**src/rtl/hbs_pkg.sv**
```systemverilog
`timescale 1ns/1ps
package hbs_pkg;

  typedef enum logic [2:0] {
    ST_IDLE     = 3'd0,
    ST_LS_ON    = 3'd1,
    ST_LS_OFF   = 3'd2,
    ST_HS_WAIT  = 3'd3,
    ST_HS_ADAPT = 3'd4,
    ST_HS_ON    = 3'd5,
    ST_HS_OFF   = 3'd6,
    ST_LS_ARM   = 3'd7
  } seq_state_t;

  // A delay of zero cycles is treated as one cycle.
  function automatic int at_least_one(input int cycles);
    return (cycles < 1) ? 1 : cycles;
  endfunction

  // The fallback must outlast the normal lower turn-on delay.
  function automatic int fallback_cycles(input int backup, input int adapt);
    int a;
    a = at_least_one(adapt);
    return (backup > a) ? backup : a + 1;
  endfunction

endpackage

```
**src/rtl/hbs_sync.sv**
```systemverilog
`timescale 1ns/1ps
module hbs_sync #(
  parameter int W = 4
) (
  input  logic         clk,
  input  logic         rst_n,
  input  logic [W-1:0] d_async,
  output logic [W-1:0] d_sync
);
  for (genvar b = 0; b < W; b++) begin : g_bit
    logic meta_q, stab_q;
    always_ff @(posedge clk or negedge rst_n) begin
      if (!rst_n) begin
        meta_q <= 1'b0;
        stab_q <= 1'b0;
      end else begin
        meta_q <= d_async[b];
        stab_q <= meta_q;
      end
    end
    assign d_sync[b] = stab_q;
  end
endmodule

```
**src/rtl/hbs_timer.sv**
```systemverilog
`timescale 1ns/1ps
module hbs_timer #(
  parameter int CW = 8
) (
  input  logic          clk,
  input  logic          rst_n,
  input  logic          start,
  input  logic          clear,
  input  logic [CW-1:0] limit,
  output logic          busy,
  output logic          done
);
  logic [CW-1:0] cnt_q;
  logic          run_q;
  logic [CW-1:0] last;

  assign last = limit - CW'(1);
  assign busy = run_q;
  assign done = run_q && (cnt_q == last);

  always_ff @(posedge clk or negedge rst_n) begin
    if (!rst_n) begin
      run_q <= 1'b0;
      cnt_q <= '0;
    end else if (start) begin
      run_q <= 1'b1;
      cnt_q <= '0;
    end else if (clear) begin
      run_q <= 1'b0;
      cnt_q <= '0;
    end else if (run_q && (cnt_q != last)) begin
      cnt_q <= cnt_q + CW'(1);
    end
  end
endmodule

```
**src/rtl/hb_gate_sequencer.sv**
```systemverilog
`timescale 1ns/1ps
module hb_gate_sequencer
  import hbs_pkg::*;
#(
  parameter int CNT_W       = 8,
  parameter int T_LS_OFF    = 3,
  parameter int T_HS_OFF    = 2,
  parameter int T_HS_ADAPT  = 4,
  parameter int T_LS_ADAPT  = 3,
  parameter int T_LS_BACKUP = 10
) (
  input  logic       clk,
  input  logic       rst_n,
  input  logic       enable,
  input  logic       pwm,
  input  logic       ls_gate_low,
  input  logic       sw_node_low,
  input  logic       hs_vgs_low,
  output logic       hs_gate_en,
  output logic       ls_gate_en,
  output logic [2:0] seq_state
);
  localparam logic [CNT_W-1:0] L_LS_OFF   = CNT_W'(at_least_one(T_LS_OFF));
  localparam logic [CNT_W-1:0] L_HS_OFF   = CNT_W'(at_least_one(T_HS_OFF));
  localparam logic [CNT_W-1:0] L_HS_ADAPT = CNT_W'(at_least_one(T_HS_ADAPT));
  localparam logic [CNT_W-1:0] L_LS_ADAPT = CNT_W'(at_least_one(T_LS_ADAPT));
  localparam logic [CNT_W-1:0] L_LS_FB    = CNT_W'(fallback_cycles(T_LS_BACKUP, T_LS_ADAPT));

  // Synchronized inputs: {vgs, sw, ldis, pwm}
  logic [3:0] raw_in, syn_in;
  logic       pwm_s, ldis_s, swl_s, vgs_s;

  assign raw_in = {hs_vgs_low, sw_node_low, ls_gate_low, pwm};

  hbs_sync #(.W(4)) sync_i (
    .clk(clk), .rst_n(rst_n), .d_async(raw_in), .d_sync(syn_in)
  );
  assign pwm_s  = syn_in[0];
  assign ldis_s = syn_in[1];
  assign swl_s  = syn_in[2];
  assign vgs_s  = syn_in[3];

  seq_state_t st, nxt;
  logic hs_q, ls_q, hs_d, ls_d;

  // Named internal events
  logic step_start, step_clear, step_busy, step_done;
  logic main_start, main_clear, main_busy, main_done;
  logic fb_start, fb_clear, fb_busy, fb_done;
  logic lo_turn_on;
  logic [CNT_W-1:0] step_limit;

  function automatic logic is_timed(input seq_state_t s);
    return (s == ST_LS_OFF) || (s == ST_HS_OFF) || (s == ST_HS_ADAPT);
  endfunction

  assign lo_turn_on = main_done || fb_done;

  always_comb begin
    nxt  = st;
    hs_d = hs_q;
    ls_d = ls_q;
    if (!enable) begin
      nxt  = ST_IDLE;
      hs_d = 1'b0;
      ls_d = 1'b0;
    end else begin
      unique case (st)
        ST_IDLE:     nxt = pwm_s ? ST_LS_OFF : ST_HS_OFF;
        ST_LS_ON:    if (pwm_s) nxt = ST_LS_OFF;
        ST_LS_OFF: begin
          if (!pwm_s) nxt = ls_q ? ST_LS_ON : ST_HS_OFF;
          else if (step_done) begin
            nxt  = ST_HS_WAIT;
            ls_d = 1'b0;
          end
        end
        ST_HS_WAIT: begin
          if (!pwm_s) nxt = ST_HS_OFF;
          else if (ldis_s) nxt = ST_HS_ADAPT;
        end
        ST_HS_ADAPT: begin
          if (!pwm_s) nxt = ST_HS_OFF;
          else if (step_done) begin
            nxt  = ST_HS_ON;
            hs_d = 1'b1;
          end
        end
        ST_HS_ON:    if (!pwm_s) nxt = ST_HS_OFF;
        ST_HS_OFF: begin
          if (pwm_s) nxt = hs_q ? ST_HS_ON : ST_LS_OFF;
          else if (step_done) begin
            nxt  = ST_LS_ARM;
            hs_d = 1'b0;
          end
        end
        ST_LS_ARM: begin
          if (pwm_s) nxt = ST_LS_OFF;
          else if (lo_turn_on) begin
            nxt  = ST_LS_ON;
            ls_d = 1'b1;
          end
        end
        default:     nxt = ST_IDLE;
      endcase
    end
  end

  always_ff @(posedge clk or negedge rst_n) begin
    if (!rst_n) begin
      st   <= ST_IDLE;
      hs_q <= 1'b0;
      ls_q <= 1'b0;
    end else begin
      st   <= nxt;
      hs_q <= hs_d;
      ls_q <= ls_d;
    end
  end

  // Single-delay timer shared by the turn-off and upper adaptive steps
  always_comb begin
    unique case (st)
      ST_LS_OFF:   step_limit = L_LS_OFF;
      ST_HS_OFF:   step_limit = L_HS_OFF;
      ST_HS_ADAPT: step_limit = L_HS_ADAPT;
      default:     step_limit = CNT_W'(1);
    endcase
  end
  assign step_start = (nxt != st) && is_timed(nxt);
  assign step_clear = (nxt != st);

  hbs_timer #(.CW(CNT_W)) step_tmr (
    .clk(clk), .rst_n(rst_n), .start(step_start), .clear(step_clear),
    .limit(step_limit), .busy(step_busy), .done(step_done)
  );

  // Two racing lower turn-on timers, armed only while waiting in ST_LS_ARM
  assign main_clear = (nxt != ST_LS_ARM);
  assign fb_clear   = (nxt != ST_LS_ARM);
  assign main_start = (st == ST_LS_ARM) && !main_clear && swl_s && !main_busy;
  assign fb_start   = (st == ST_LS_ARM) && !fb_clear && vgs_s && !fb_busy;

  hbs_timer #(.CW(CNT_W)) main_tmr (
    .clk(clk), .rst_n(rst_n), .start(main_start), .clear(main_clear),
    .limit(L_LS_ADAPT), .busy(main_busy), .done(main_done)
  );

  hbs_timer #(.CW(CNT_W)) fb_tmr (
    .clk(clk), .rst_n(rst_n), .start(fb_start), .clear(fb_clear),
    .limit(L_LS_FB), .busy(fb_busy), .done(fb_done)
  );

  assign hs_gate_en = hs_q && enable;
  assign ls_gate_en = ls_q && enable;
  assign seq_state  = st;

endmodule

```
**config.mk**
```make
export PLATFORM = sky130hd
export DESIGN_NAME = hb_gate_sequencer
export DESIGN_NICKNAME = d
export VERILOG_FILES = /design/src/rtl/hbs_pkg.sv /design/src/rtl/hbs_sync.sv /design/src/rtl/hbs_timer.sv /design/src/rtl/hb_gate_sequencer.sv
export SDC_FILE = /design/constraint.sdc
export NUM_CORES = 1
export LEC_CHECK = 0
export BUFFER_PORTS_ARGS = -buffer_cell sky130_fd_sc_hd__buf_2
export CAP_MARGIN = 20
export CORE_ASPECT_RATIO = 1.5
export CORE_MARGIN = 2
export CORE_UTILIZATION = 57
export CTS_CLUSTER_DIAMETER = 150
export DETAILED_ROUTE_END_ITERATION = 6
export PLACE_DENSITY = 0.85
export SKIP_LAST_GASP = 1
export SLEW_MARGIN = 20
export SYNTH_ARGS = -nofsm -noshare
export SYNTH_HDL_FRONTEND = slang
export SYNTH_HIERARCHICAL = 1
export SYNTH_SLANG_ARGS = --single-unit
```
**constraint.sdc**
```tcl
create_clock -name clk -period 3.7 [get_ports clk]
set_input_delay 0.74 -clock clk [delete_from_list [all_inputs] [get_ports clk]]
set_output_delay 0.74 -clock clk [all_outputs]
set_load 0.005 [all_outputs]
```
# Yosys cells after proc, flatten, opt, wreduce, memory -nomap -nowiden
# Cells that the tools add are included.
# totals
wordCells	121
out_inout_bits	5
register_bits	40
# classes
n_addsub	4
n_eq_ne	28
n_reduce_logical	29
n_mux	43
# ops
op	n
$mux 8	9
$mux 3	16
$add 8x1->8 const B	3
$pmux 3 s8	1
$ne 3x3->1 const B	7
$eq 3x3->1 const B	6
$logic_and 1x1->1	14
$mux 1	14
$reduce_and 5->1	2
$eq 3x2->1 const B	3
$pmux 3 s3	1
$reduce_bool 3->1	3
$eq 8x2->1 const B	1
$eq 8x4->1 const B	1
$eq 8x8->1	1
$ne 8x2->1 const B	1
$ne 8x4->1 const B	1
$ne 8x8->1	1
$ne 3x1->1 const B	2
$ne 3x2->1 const B	2
$reduce_bool 2->1	3
$pmux 1 s2	2
$sub 3x1->4 const B	1
$eq 3x1->1 const B	1
other kinds (4)	8

# Longest topological paths before layout
# Gate-level depths: netlist (run 1).
# depth
ltp_word	15
depth_mapped	20
ltp_nobuf	18

# By module
# The synthesis (run 1) kept the hierarchy.
# by_module_without_submodules
mod	cells_per_inst	instances	area_each_um2
hbs_timer	90	3	802.0
hb_gate_sequencer	80	1	675.6
hbs_sync	12	1	230.2

# Worst setup path before layout (run 1)
# Ideal clock, no wire load.
# synth_timing
path_type	reg-to-reg
start	register st[1], in the netlist seq_state[1]
end	register step_tmr.cnt_q[6]
setup_time_ns	0.079
path_slack_ns	-0.300
stages_incl_launch_ff	20
t_arrival_ns	3.921
path_cell_list	dfrtp_1 buf_2 inv_1 nor2_1 inv_1 ha_1 buf_6 nand2b_1 nand3_1 o21ai_1 a2111oi_4 and3_2 mux2i_1 o32ai_2 o21ai_1 a211o_1 a21oi_2 a211oi_2 or3_2 mux2i_1
# synth_via
elab_chain_len	14
elab_cells_between_ends	38
# synth_rtl
item	line_no	source
from (decl)	hb_gate_sequencer.sv:43	seq_state_t st, nxt;
from (signal assigned)	hb_gate_sequencer.sv:115	st <= nxt;
$eq 3x3->1 / $eq 3x2->1 (equally long branches)	hb_gate_sequencer.sv:123	unique case (st)
$pmux 3 s3 (*)	hb_gate_sequencer.sv:123	
named net step_limit[1]	hb_gate_sequencer.sv:51	logic [CNT_W-1:0] step_limit;
$sub 3x1->4 (*)	hbs_timer.sv:17	assign last = limit - CW'(1);
$eq 8x8->1 (*)	hbs_timer.sv:19	assign done = run_q && (cnt_q == last);
$logic_and 1x1->1 (*)	hbs_timer.sv:19	
named net step_done	hb_gate_sequencer.sv:47	logic step_start, step_clear, step_busy, step_done;
$mux 3 (on tied branches)	hb_gate_sequencer.sv:92, hb_gate_sequencer.sv:73, hb_gate_sequencer.sv:84	
$mux 3 (on tied branches)	hb_gate_sequencer.sv:91, hb_gate_sequencer.sv:72, hb_gate_sequencer.sv:83	
$pmux 3 s8 (*)	hb_gate_sequencer.sv:68	unique case (st)
$mux 3 (*)	hb_gate_sequencer.sv:63	if (!enable) begin
$eq 3x2->1 / $eq 3x3->1 (equally long branches)	hb_gate_sequencer.sv:54	return (s == ST_LS_OFF) || (s == ST_HS_OFF) || (s == ST_HS_ADAPT);
$logic_or 1x1->1 (2 in series)	hb_gate_sequencer.sv:54	
$logic_and 1x1->1 (*)	hb_gate_sequencer.sv:130	assign step_start = (nxt != st) && is_timed(nxt);
named net step_start	hb_gate_sequencer.sv:47	
$reduce_bool 3->1 (no line) / $mux 8 (equally long branches)	--	
to (signal assigned)	hbs_timer.sv:32	cnt_q <= cnt_q + CW'(1);
to (decl)	hbs_timer.sv:13	logic [CW-1:0] cnt_q;
# The timed path passes the listed nets; every way through them passes the cells marked *.
# A chain may end at the register's enable or synchronous reset.

# Worst setup path in the final report (run 1)
# layout_timing
start	register st[0], in the netlist seq_state[0]
end	register main_tmr.cnt_q[1]
# layout_via
elab_chain_len	15
elab_cells_between_ends	34
# layout_rtl
item	line_no	source
$eq 3x3->1 / $eq 3x2->1 (equally long branches)	hb_gate_sequencer.sv:123	
$pmux 3 s3 (*)	hb_gate_sequencer.sv:123	
named net step_limit[1]	hb_gate_sequencer.sv:51	
$sub 3x1->4 (*)	hbs_timer.sv:17	
$eq 8x8->1 (*)	hbs_timer.sv:19	
$logic_and 1x1->1 (*)	hbs_timer.sv:19	
named net step_done	hb_gate_sequencer.sv:47	
$mux 3 (on tied branches)	hb_gate_sequencer.sv:92, hb_gate_sequencer.sv:73, hb_gate_sequencer.sv:84	
$mux 3 (on tied branches)	hb_gate_sequencer.sv:91, hb_gate_sequencer.sv:72, hb_gate_sequencer.sv:83	
$pmux 3 s8 (*)	hb_gate_sequencer.sv:68	
$mux 3 (*)	hb_gate_sequencer.sv:63	
named net nxt[0]	hb_gate_sequencer.sv:43	
$ne 3x3->1 (*)	hb_gate_sequencer.sv:139	assign main_clear = (nxt != ST_LS_ARM);
$logic_not 1->1 (*)	hb_gate_sequencer.sv:141	assign main_start = (st == ST_LS_ARM) && !main_clear && swl_s && !main_busy;
$logic_and 1x1->1 (*) (3 in series)	hb_gate_sequencer.sv:141	
named net main_start	hb_gate_sequencer.sv:48	logic main_start, main_clear, main_busy, main_done;
$reduce_bool 3->1 (no line) / $mux 8 (equally long branches)	--	
to (signal assigned)	hbs_timer.sv:32	
to (decl)	hbs_timer.sv:13	
# Marked as above.

==> results of run 1 <==
logic make-up after synthesis:
logic type                 share of synthesized area [%]
xor gates and xnor gates                            9.14
AOI/OAI and AO/OA                                   17.7
other                                              0.227
adders and majority gates                           2.27
buffers and inverters                               5.06
DFF                                                 30.2
muxes                                               8.01
and+or+nand+nor                                     27.4
stage by stage:
step | area, sq um | util, % | setup TNS [ps] | cells | power [mW]
finish | 4160 | 73.0 | -1310 | 536 | 1.06
CTS | 3900 | 68.4 | 0 | 525 | 1.00
detailed placement | 3810 | 66.8 | 0 | 517 | 0.704
floorplan | 3680 | - | -730 | 433 | 0.661
global route | 4160 | 73.0 | -4790 | 536 | 1.10
global placement | 3810 | 66.8 | 0 | 517 | 0.696
worst max-delay path, stage by stage (launching register included):
cell and delay, ps:
dfrtp_1 420, buf_6 140, nor2_4 160, inv_2 70, ha_4 190, nand2b_4 140, nand3_2 70, o21ai_2 70
a2111oi_4 380, and3_4 280, mux2i_1 90, o32ai_2 400, a41oi_2 100, a21oi_2 290, nand3_2 200, nor3b_4 320
buf_6 170, nor2_4 50, nand2_1 70, mux2i_1 90
cells in the final DEF (no fill, tap or decap), drive strengths merged, types with 2 or more instances in the layout:
| cell | instances |
|---|---|
| a2111oi | 4 |
| a31oi | 3 |
| a41oi | 4 |
| a21o | 4 |
| nor3b | 2 |
| and3b | 2 |
| nand2 | 43 |
| o31ai | 3 |
| nor4 | 3 |
| and4b | 3 |
| buf | 35 |
| a21oi | 22 |
| a211oi | 3 |
| nor2 | 16 |
| mux2i | 25 |
| dfrtp | 40 |
| nor2b | 4 |
| conb | 73 |
| inv | 14 |
| and3 | 3 |
| or3 | 21 |
| o21ai | 13 |
| and2 | 2 |
| nor3 | 10 |
| o32ai | 2 |
| ha | 6 |
| nand4 | 9 |
| xor2 | 12 |
| o21bai | 2 |
| xnor2 | 20 |
| nand3 | 14 |
| and4 | 6 |
| clkbuf | 8 |
| nand2b | 12 |
| nand3b | 6 |
| a21boi | 3 |
flip-flops by register name, summed over array words and instances (netlist names):
register	count
step_tmr/busy	1
ls_q	1
step_tmr/cnt_q	8
main_tmr/busy	1
fb_tmr/cnt_q	8
main_tmr/cnt_q	8
sync_i/g_bit.meta_q	4
sync_i/g_bit.stab_q	4
seq_state	3
hs_q	1
fb_tmr/busy	1
timing repair:
action	CTS	global route
resized for setup	0	34
setup endpoints to repair	0	25
setup buffers	0	10
where the power goes:
| group | switching (mW) | internal, mW |
|---|---|---|
| logic | 0.163 | 0.124 |
| registers | 0.0182 | 0.448 |
| clock network | 0.150 | 0.152 |
metal layers:
layer	vias up	wire length, um	track usage [%]
met5	-	0	0
met4	0	412	8.48
met3	40	261	2.67
met2	81	4780	45.5
met1	1516	2980	27.2
li1	1454	-	-
final timing paths:
kind / to / cells after the start / startpoint
setup / recovery: main_tmr/cnt_q[1] / 19 / seq_state[0]
hold / removal: sync_i/g_bit[1].stab_q / 0 / sync_i/g_bit[1].meta_q
setup reg to reg: main_tmr/cnt_q[1] / 19 / seq_state[0]
hold reg to reg: sync_i/g_bit[1].stab_q / 0 / sync_i/g_bit[1].meta_q
max in group asynchronous: step_tmr/cnt_q[7] / 1 / rst_n
min in group asynchronous: hs_q / 1 / rst_n
layout make-up:
type,instances,area (sq um),share of cell area (%)
Clock buffer,8,90.1,2.17
Inverter,14,55.1,1.32
Multi-Input combinational cell,367,2660,64.0
Sequential cell,40,1000,24.1
Tap cell,72,90.1,2.17
Timing Repair Buffer,35,262,6.29
==> flow_metrics.tcl, run 1 <==
set metrics [dict create \
    portBuffers 11 \
    synthTopCellsByCount "dfrtp_1 (40), nand2_1 (40), mux2i_1 (25)" \
    cp-end-kind "register" \
    timing.final.crit_share_pct 103 \
    synthFlopType "dfrtp_1" \
    antenna_found_initial 0 \
    antenna_cells 0 \
    crit_required_ps 3860 \
    cts.path.max_buffers 2 \
    fin_nets 476 \
    yosys.area.top_type "dfrtp_1" \
    grt_pass1_vias 2813 \
    routed_wl_mm 8.43 \
    hold_slack_ps 362 \
    die_w_um 66.2 \
    ctsRootBufferMaster "clkbuf_8" \
    dp_hpwl_mm 5.49 \
    syn-mean-instance-area_sq_um 9.15 \
    cp_max_fo 6 \
    core-area_sq_mm 0.00570 \
    critPathKind "register to register" \
    tritoncts "done" \
    n_fill_cell 410 \
    ant_nets 0 \
    grt_pass1_wl_mm 12.6 \
    numClockSinks 40 \
    synth_seq_area_share_pct 30.2 \
    outcome "complete, but fails checks" \
    yosysWarnings 6 \
    place.gp.congestion 0.923 \
    grtUsageTotal_pct 24.3 \
    vias 3091 \
    place_ws_ps 51.8 \
    setup_viol 20 \
    async_flop_share_pct 100 \
    clk_pin_slew_ps 80 \
    hold_viol_final 0 \
    clock_latency_ps 290 \
    die_y_um 97.4 \
    fin_skew_ps 5.74 \
    synthToLayoutAreaGrowth_pct 25.6 \
    ctsHtreeMaxLevel 2 \
    drv_slew 0 \
    yosysUniqueCellTypes 59 \
    drive_gt1_share_pct 24.8 \
    overflow 0 \
    dieArea_sq_mm 0.00645 \
    synth_edf_count 0 \
    io_pins 12 \
    drt_first_pass_iters 4 \
    grt_max_degree 41 \
    violations "setup timing" \
    drv_cap 0 \
    max_freq_mhz 262 \
    vdd_ir_drop_max_uv 290 \
    tightest_slew_ps 909 \
    relSlewSlack_pct 39.4 \
    cts_hold_buf 0 \
    ys_ff_latch 40 \
    layout_setup_ws_ps -124 \
    routedWlPerCell_um 15.7 \
    netlist_instances 362 \
    synth.cell_area_sq_mm 0.00331 \
    via_per_inst 5.77 \
    start_kind "register" \
    route.detailed.drc 0 \
    rows 34 \
    fin_crit_ps 3820 \
    yosys-top-cells-area "dfrtp_1 (30%), mux2i_1 (7.6%), nand2_1 (4.5%)" \
    synth_top_area_share_pct 30.2 \
    r2r_slack_ps -120 \
    hp-class "register to register" \
    drt_first_iter_violations 98 \
    initial_core_util_pct 58.1 \
    numCtsBuffers 5 \
    cp.arrival_ps 3980 \
    power.leakage_nw 1.81 \
    rsz0062_at_grt "true" \
    powerDensity_mw_per_mm2 254 \
]
Power figures use the tool's default switching activity.
==> inputs of run 2 (changes only) <==
Settings changed: REMOVE_ABC_BUFFERS set to 1, SKIP_CTS_REPAIR_TIMING set to 1.
==> run 2 against run 1 <==
  * Sequential power hardly changed
  * Global-route usage fell by 1.5 points
  * Combinational power rose by 2%
  * Critical path type unchanged
  * Sequential share of layout area fell by 0.34 points
  * Setup slack better by 130 ps
  * Final area up 1.4%
  * Critical endpoint is now step_tmr/cnt_q[5]
  * Maximum frequency up 3.5%
  * The flow now finishes without violations
  * Clock skew rose by 1.8 ps
==> flow_metrics.tcl, run 2 (synthesis results as in run 1) <==
set metrics [dict create \
    hold_viol_final 0 \
    numCtsBuffers 5 \
    power.share.clock_pct 28.2 \
    grt_max_degree 41 \
    reg2regPathDepth 17 \
    final_common_cell "conb_1" \
    via_per_inst 5.75 \
    power.net_switching_mw 0.333 \
    dieArea_sq_mm 0.00645 \
    routedWlPerCell_um 16.1 \
    timing.final.crit_share_pct 99.8 \
    cp_max_fo 7 \
    critPathKind "register to register" \
    crit_path_cell_trace "inv_1 -> nor2_1 -> inv_1 -> ha_4 -> xnor2_1 -> and4b_1 -> a41oi_1 -> nand2_2 -> and3_4 -> buf_4 -> mux2_4 -> a41oi_4 -> a2bb2oi_2 -> o311a_4 -> a211oi_4 -> or3_1 -> mux2i_1" \
    setup_viol 0 \
    die_w_um 66.2 \
    top_regs "fb_tmr/cnt_q x8, main_tmr/cnt_q x8, step_tmr/cnt_q x8" \
    seq_area_sq_mm 0.00100 \
    cts.path.max_buffers 2 \
    cpMaxStageDelayCell "dfrtp_1" \
    grt_pass1_vias 2716 \
    p_int_mw 0.727 \
    synthToLayoutAreaGrowth_pct 27.4 \
    grt_pass1_wl_mm 11.8 \
    drt_first_iter_violations 132 \
    core-area_sq_mm 0.00570 \
    portBuffers 11 \
    placed_cells 517 \
    rsz0062_at_grt "true" \
    final_cell_mix "conb_1 (73), dfrtp_1 (40), nand2_1 (39)" \
    cp.arrival_ps 3910 \
    fin_skew_ps 7.52 \
    multiInputGateArea_sq_mm 0.00265 \
    clock_latency_ps 290 \
    power.leakage_nw 1.86 \
    die_y_um 97.4 \
    p_seq_share_pct 44.0 \
    ant_nets 0 \
    max_freq_mhz 271 \
    fin_cells 542 \
    vdd_ir_drop_max_uv 270 \
    total_power_mw 1.06 \
    crit_required_ps 3920 \
    overflow 0 \
    n_fill_cell 378 \
    fin_crit_ps 3690 \
    initial_core_util_pct 58.1 \
    grtUsageTotal_pct 22.8 \
    tritoncts "done" \
    switching_share_pct 31.4 \
    outcome "finished, final reports clean" \
    relSlewSlack_pct 39.5 \
    hold_depth 0 \
    max_stage_delay_ps 400 \
    dp_hpwl_mm 5.21 \
    antenna_found_initial 0 \
    rows 34 \
    clk_pin_slew_ps 80 \
    route.detailed.drc 0 \
    drv_cap 0 \
    powerDensity_mw_per_mm2 251 \
    place.gp.congestion 0.891 \
    fin_nets 482 \
    drive_gt1_share_pct 24.3 \
    cpMostUsedCell "inv_1" \
    cp-end-kind "register" \
    pwr-share-comb_pct 27.9 \
    antenna_cells 0 \
    hp-class "register to register" \
    tightest_slew_ps 899 \
    io_pins 12 \
    numClockSinks 40 \
    routed_wl_mm 8.75 \
    ctsHtreeMaxLevel 2 \
    drt_first_pass_iters 4 \
    ctsRootBufferMaster "clkbuf_8" \
    start_kind "register" \
    vias 3115 \
    drv_slew 0 \
]
## run 2: cell types whose count changed in the layout (fill, tap and decap cells not counted), moves of 4 or more
cell	before	now
buf_6	7	2
or3_2	0	4
or3_4	14	8
buf_4	17	23
## run 2: stage by stage
step | setup TNS (ps) | setup WS [ps] | hold WS, ps | cell area [sq um] | util [%]
floorplan | -5510 | -293 | 331 | 3460 | -
global placement | 0 | 16.0 | 333 | 3730 | 65.5
detailed placement | -1450 | -153 | 345 | 3730 | 65.5
CTS | -1960 | -193 | 361 | 3820 | 67.1
global route | -2350 | -168 | 367 | 4220 | 74.0
finish | 0 | 6.45 | 358 | 4220 | 74.0
## run 2: critical path, delay by kind of cell (launching register included)
kind                     cells  cell delay (ps)
adder cells (fa/ha/maj)      1              200
buffers and inverters        3              340
AND/OR/NAND/NOR              5              990
flip-flops                   1              400
XOR/XNOR                     1              130
AO/OA/AOI/OAI                5             1130
multiplexers                 2              440
## run 2: power groups by stage
stage	logic, mW	clock network [mW]	registers (mW)
final	0.295	0.299	0.466
after global routing	0.319	0.319	0.466
after CTS	0.225	0.301	0.464
after detailed placement	0.224	0	0.472
after global placement	0.217	0	0.471
after floorplan	0.159	0	0.473
## run 2: final timing paths
path / to / slack [ps] / from
max: step_tmr/cnt_q[5] / 6 / seq_state[1]
min: sync_i/g_bit[0].stab_q / 360 / sync_i/g_bit[0].meta_q
max reg2reg: step_tmr/cnt_q[5] / 6 / seq_state[1]
min reg2reg: sync_i/g_bit[0].stab_q / 360 / sync_i/g_bit[0].meta_q
max in group asynchronous: main_tmr/cnt_q[3] / 2560 / rst_n
min in group asynchronous: seq_state[1] / 570 / rst_n
## run 2: final cells by class
type                            count  area share, %
Clock buffer                        8           2.14
Inverter                           14           1.25
Multi-Input combinational cell    368           62.7
Sequential cell                    40           23.7
Tap cell                           72           2.14
Timing Repair Buffer               40           8.07
## run 2: metal layers
metal | global-route usage, % | up-vias | part of all wire [%]
met5 | 0 | - | 0
met3 | 2.20 | 34 | 3.6
met2 | 44.8 | 111 | 56
li1 | - | 1467 | -
met4 | 6.59 | 0 | 4.7
met1 | 24.3 | 1503 | 36
==> inputs of run 3 (changes only) <==
Settings changed: CELL_PAD_IN_SITES_DETAIL_PLACEMENT set to 2, CELL_PAD_IN_SITES_GLOBAL_PLACEMENT set to 2, CORE_UTILIZATION 57 to 36, PLACE_DENSITY 0.85 to 0.84.
==> run 3 against run 2 <==
  * Power up 25%
  * Critical path type unchanged
  * Critical endpoint is now step_tmr/cnt_q[4]
  * Final area increased by 2.8%
  * The run now ends with setup timing left
  * Setup slack worse by 430 ps
  * Utilization decreased by 25 points
  * Via count rose by 3.9%
==> flow_metrics.tcl, run 3 (synthesis results as in run 1) <==
set metrics [dict create \
    n_fill_cell 964 \
    layout_setup_ws_ps -426 \
    drt_first_pass_iters 4 \
    core-area_sq_mm 0.00888 \
    hp-class "register to register" \
    ctsRootBufferMaster "clkbuf_16" \
    fin_crit_ps 4130 \
    tightest_slew_ps 986 \
    power.net_switching_mw 0.420 \
    drv_slew 0 \
    synthToLayoutAreaGrowth_pct 31.0 \
    io_pins 12 \
    max_freq_mhz 242 \
    powerDensity_mw_per_mm2 307 \
    cp-end-kind "register" \
    routed_wl_mm 13.7 \
    die_y_um 121 \
    fin_cells 581 \
    place_ws_ps -313 \
    antenna_cells 0 \
    grt_max_degree 41 \
    p_int_mw 0.910 \
    via_per_inst 5.57 \
    portBuffers 11 \
    cp.arrival_ps 4340 \
    die_w_um 82.3 \
    final_common_cell "conb_1" \
    violations "setup timing" \
    final_cell_mix "conb_1 (73), dfrtp_1 (39), nand2_1 (33)" \
    cp_max_fo 4 \
    grt_pass1_vias 3458 \
    fin_skew_ps 8.89 \
    max_stage_delay_ps 460 \
    relSlewSlack_pct 34.2 \
    ctsHtreeMaxLevel 2 \
    place.gp.congestion 0.846 \
    use_met2_pct 42.5 \
    tritoncts "done" \
    switching_share_pct 31.6 \
    hold_slack_ps 358 \
    hold_viol_final 0 \
    fin_nets 483 \
    route.detailed.drc 0 \
    vias 3235 \
    dieArea_sq_mm 0.0100 \
    use_met1_pct 21.5 \
    busiest_layer "met2" \
    placed_cells 560 \
    setup_viol 27 \
    rsz0062_at_grt "true" \
    clk_pin_slew_ps 60 \
    grtUsageMet3_pct 2.75 \
    routedWlPerCell_um 23.6 \
    grtUsageTotal_pct 22.3 \
    cts.path.max_buffers 2 \
    cpMostUsedCell "inv_1" \
    drt_first_iter_violations 142 \
    power.share.clock_pct 40.6 \
    initial_core_util_pct 37.3 \
    ant_nets 0 \
    start_kind "register" \
    numClockSinks 40 \
    rows 42 \
    vdd_ir_drop_max_uv 266 \
    timing.final.crit_share_pct 112 \
    drv_cap 0 \
    top_regs "fb_tmr/cnt_q x8, main_tmr/cnt_q x8, step_tmr/cnt_q x8" \
    outcome "complete, but fails checks" \
    crit_path_cell_trace "inv_1 -> nor2_2 -> inv_1 -> ha_4 -> xor2_1 -> nand3_1 -> a2111oi_4 -> and3_4 -> mux2i_4 -> o32ai_4 -> o21ai_2 -> a2bb2oi_2 -> o311a_1 -> a211oi_2 -> or3_1 -> mux2i_1" \
    clock_latency_ps 300 \
    pwr-share-comb_pct 24.0 \
    numCtsBuffers 5 \
    dp_hpwl_mm 7.64 \
    drive_gt1_share_pct 26.8 \
    grt_pass1_wl_mm 16.9 \
    power.leakage_nw 1.87 \
    cpMaxStageDelayCell "or3_1" \
    critPathKind "register to register" \
    overflow 0 \
    antenna_found_initial 0 \
    p_seq_share_pct 35.3 \
    crit_required_ps 3910 \
    total_power_mw 1.33 \
]
-- run 3: changes by cell type in the layout (fill, tap and decap cells not counted), moves of 2 or more --
cell       change
a41oi_2        +2
clkbuf_16      +3
or3_2          -3
clkbuf_1       -2
nand2_2        +7
nand2_1        -6
buf_6          +3
or3_4          +3
buf_12         -2
clkbuf_8       -5
-- run 3: layout make-up --
| class | instances | area [sq um] | share of cell area [%] |
|---|---|---|---|
| Clock buffer | 6 | 139 | 3.20 |
| Clock inverter | 2 | 38.8 | 0.894 |
| Inverter | 14 | 55.1 | 1.27 |
| Multi-Input combinational cell | 368 | 2670 | 61.5 |
| Sequential cell | 40 | 1000 | 23.1 |
| Tap cell | 110 | 138 | 3.17 |
| Timing Repair Buffer | 41 | 297 | 6.84 |
-- run 3: per-stage QoR --
step | TNS, ps | util (%) | instance area [sq um]
after CTS | -8740 | 44.9 | 3980
after detailed placement | -5690 | 42.9 | 3810
after global routing | -8740 | 48.8 | 4340
after global placement | -6.64 | 42.9 | 3810
final | -6080 | 48.8 | 4340
after floorplan | -5510 | - | 3460
-- run 3: path summary, 6_finish.rpt --
kind / startpoint / to / slack (ps) / cells after the start
worst max-delay path: seq_state[1] / step_tmr/cnt_q[4] / -430 / 16
worst min-delay path: sync_i/g_bit[1].meta_q / sync_i/g_bit[1].stab_q / 360 / 0
worst max register to register: seq_state[1] / step_tmr/cnt_q[4] / -430 / 16
worst min register to register: sync_i/g_bit[1].meta_q / sync_i/g_bit[1].stab_q / 360 / 0
max in group asynchronous: rst_n / seq_state[2] / 2430 / 1
min in group asynchronous: rst_n / step_tmr/cnt_q[5] / 600 / 1
-- run 3: metal layers --
metal	share of wire [%]	wire [um]
met2	57	7860
met3	2.0	269
met4	4.7	641
met5	0	0
met1	36	4960
-- run 3: power by group through the flow --
stage / sequential (mW) / clock [mW] / combinational (mW)
floorplan: 0.473 / 0 / 0.159
global placement: 0.472 / 0 / 0.231
detailed placement: 0.473 / 0 / 0.244
CTS: 0.467 / 0.537 / 0.248
global route: 0.470 / 0.564 / 0.339
finish: 0.470 / 0.540 / 0.320
-- run 3: worst max-delay path, delay by kind of cell, from the launching register on --
kind / cells / cell delay [ps]
multiplexers: 2 / 260
flip-flops: 1 / 410
AO/OA/AOI/OAI: 6 / 1610
adder cells (fa/ha/maj): 1 / 280
buffers and inverters: 2 / 210
AND/OR/NAND/NOR: 4 / 1070
XOR/XNOR: 1 / 190
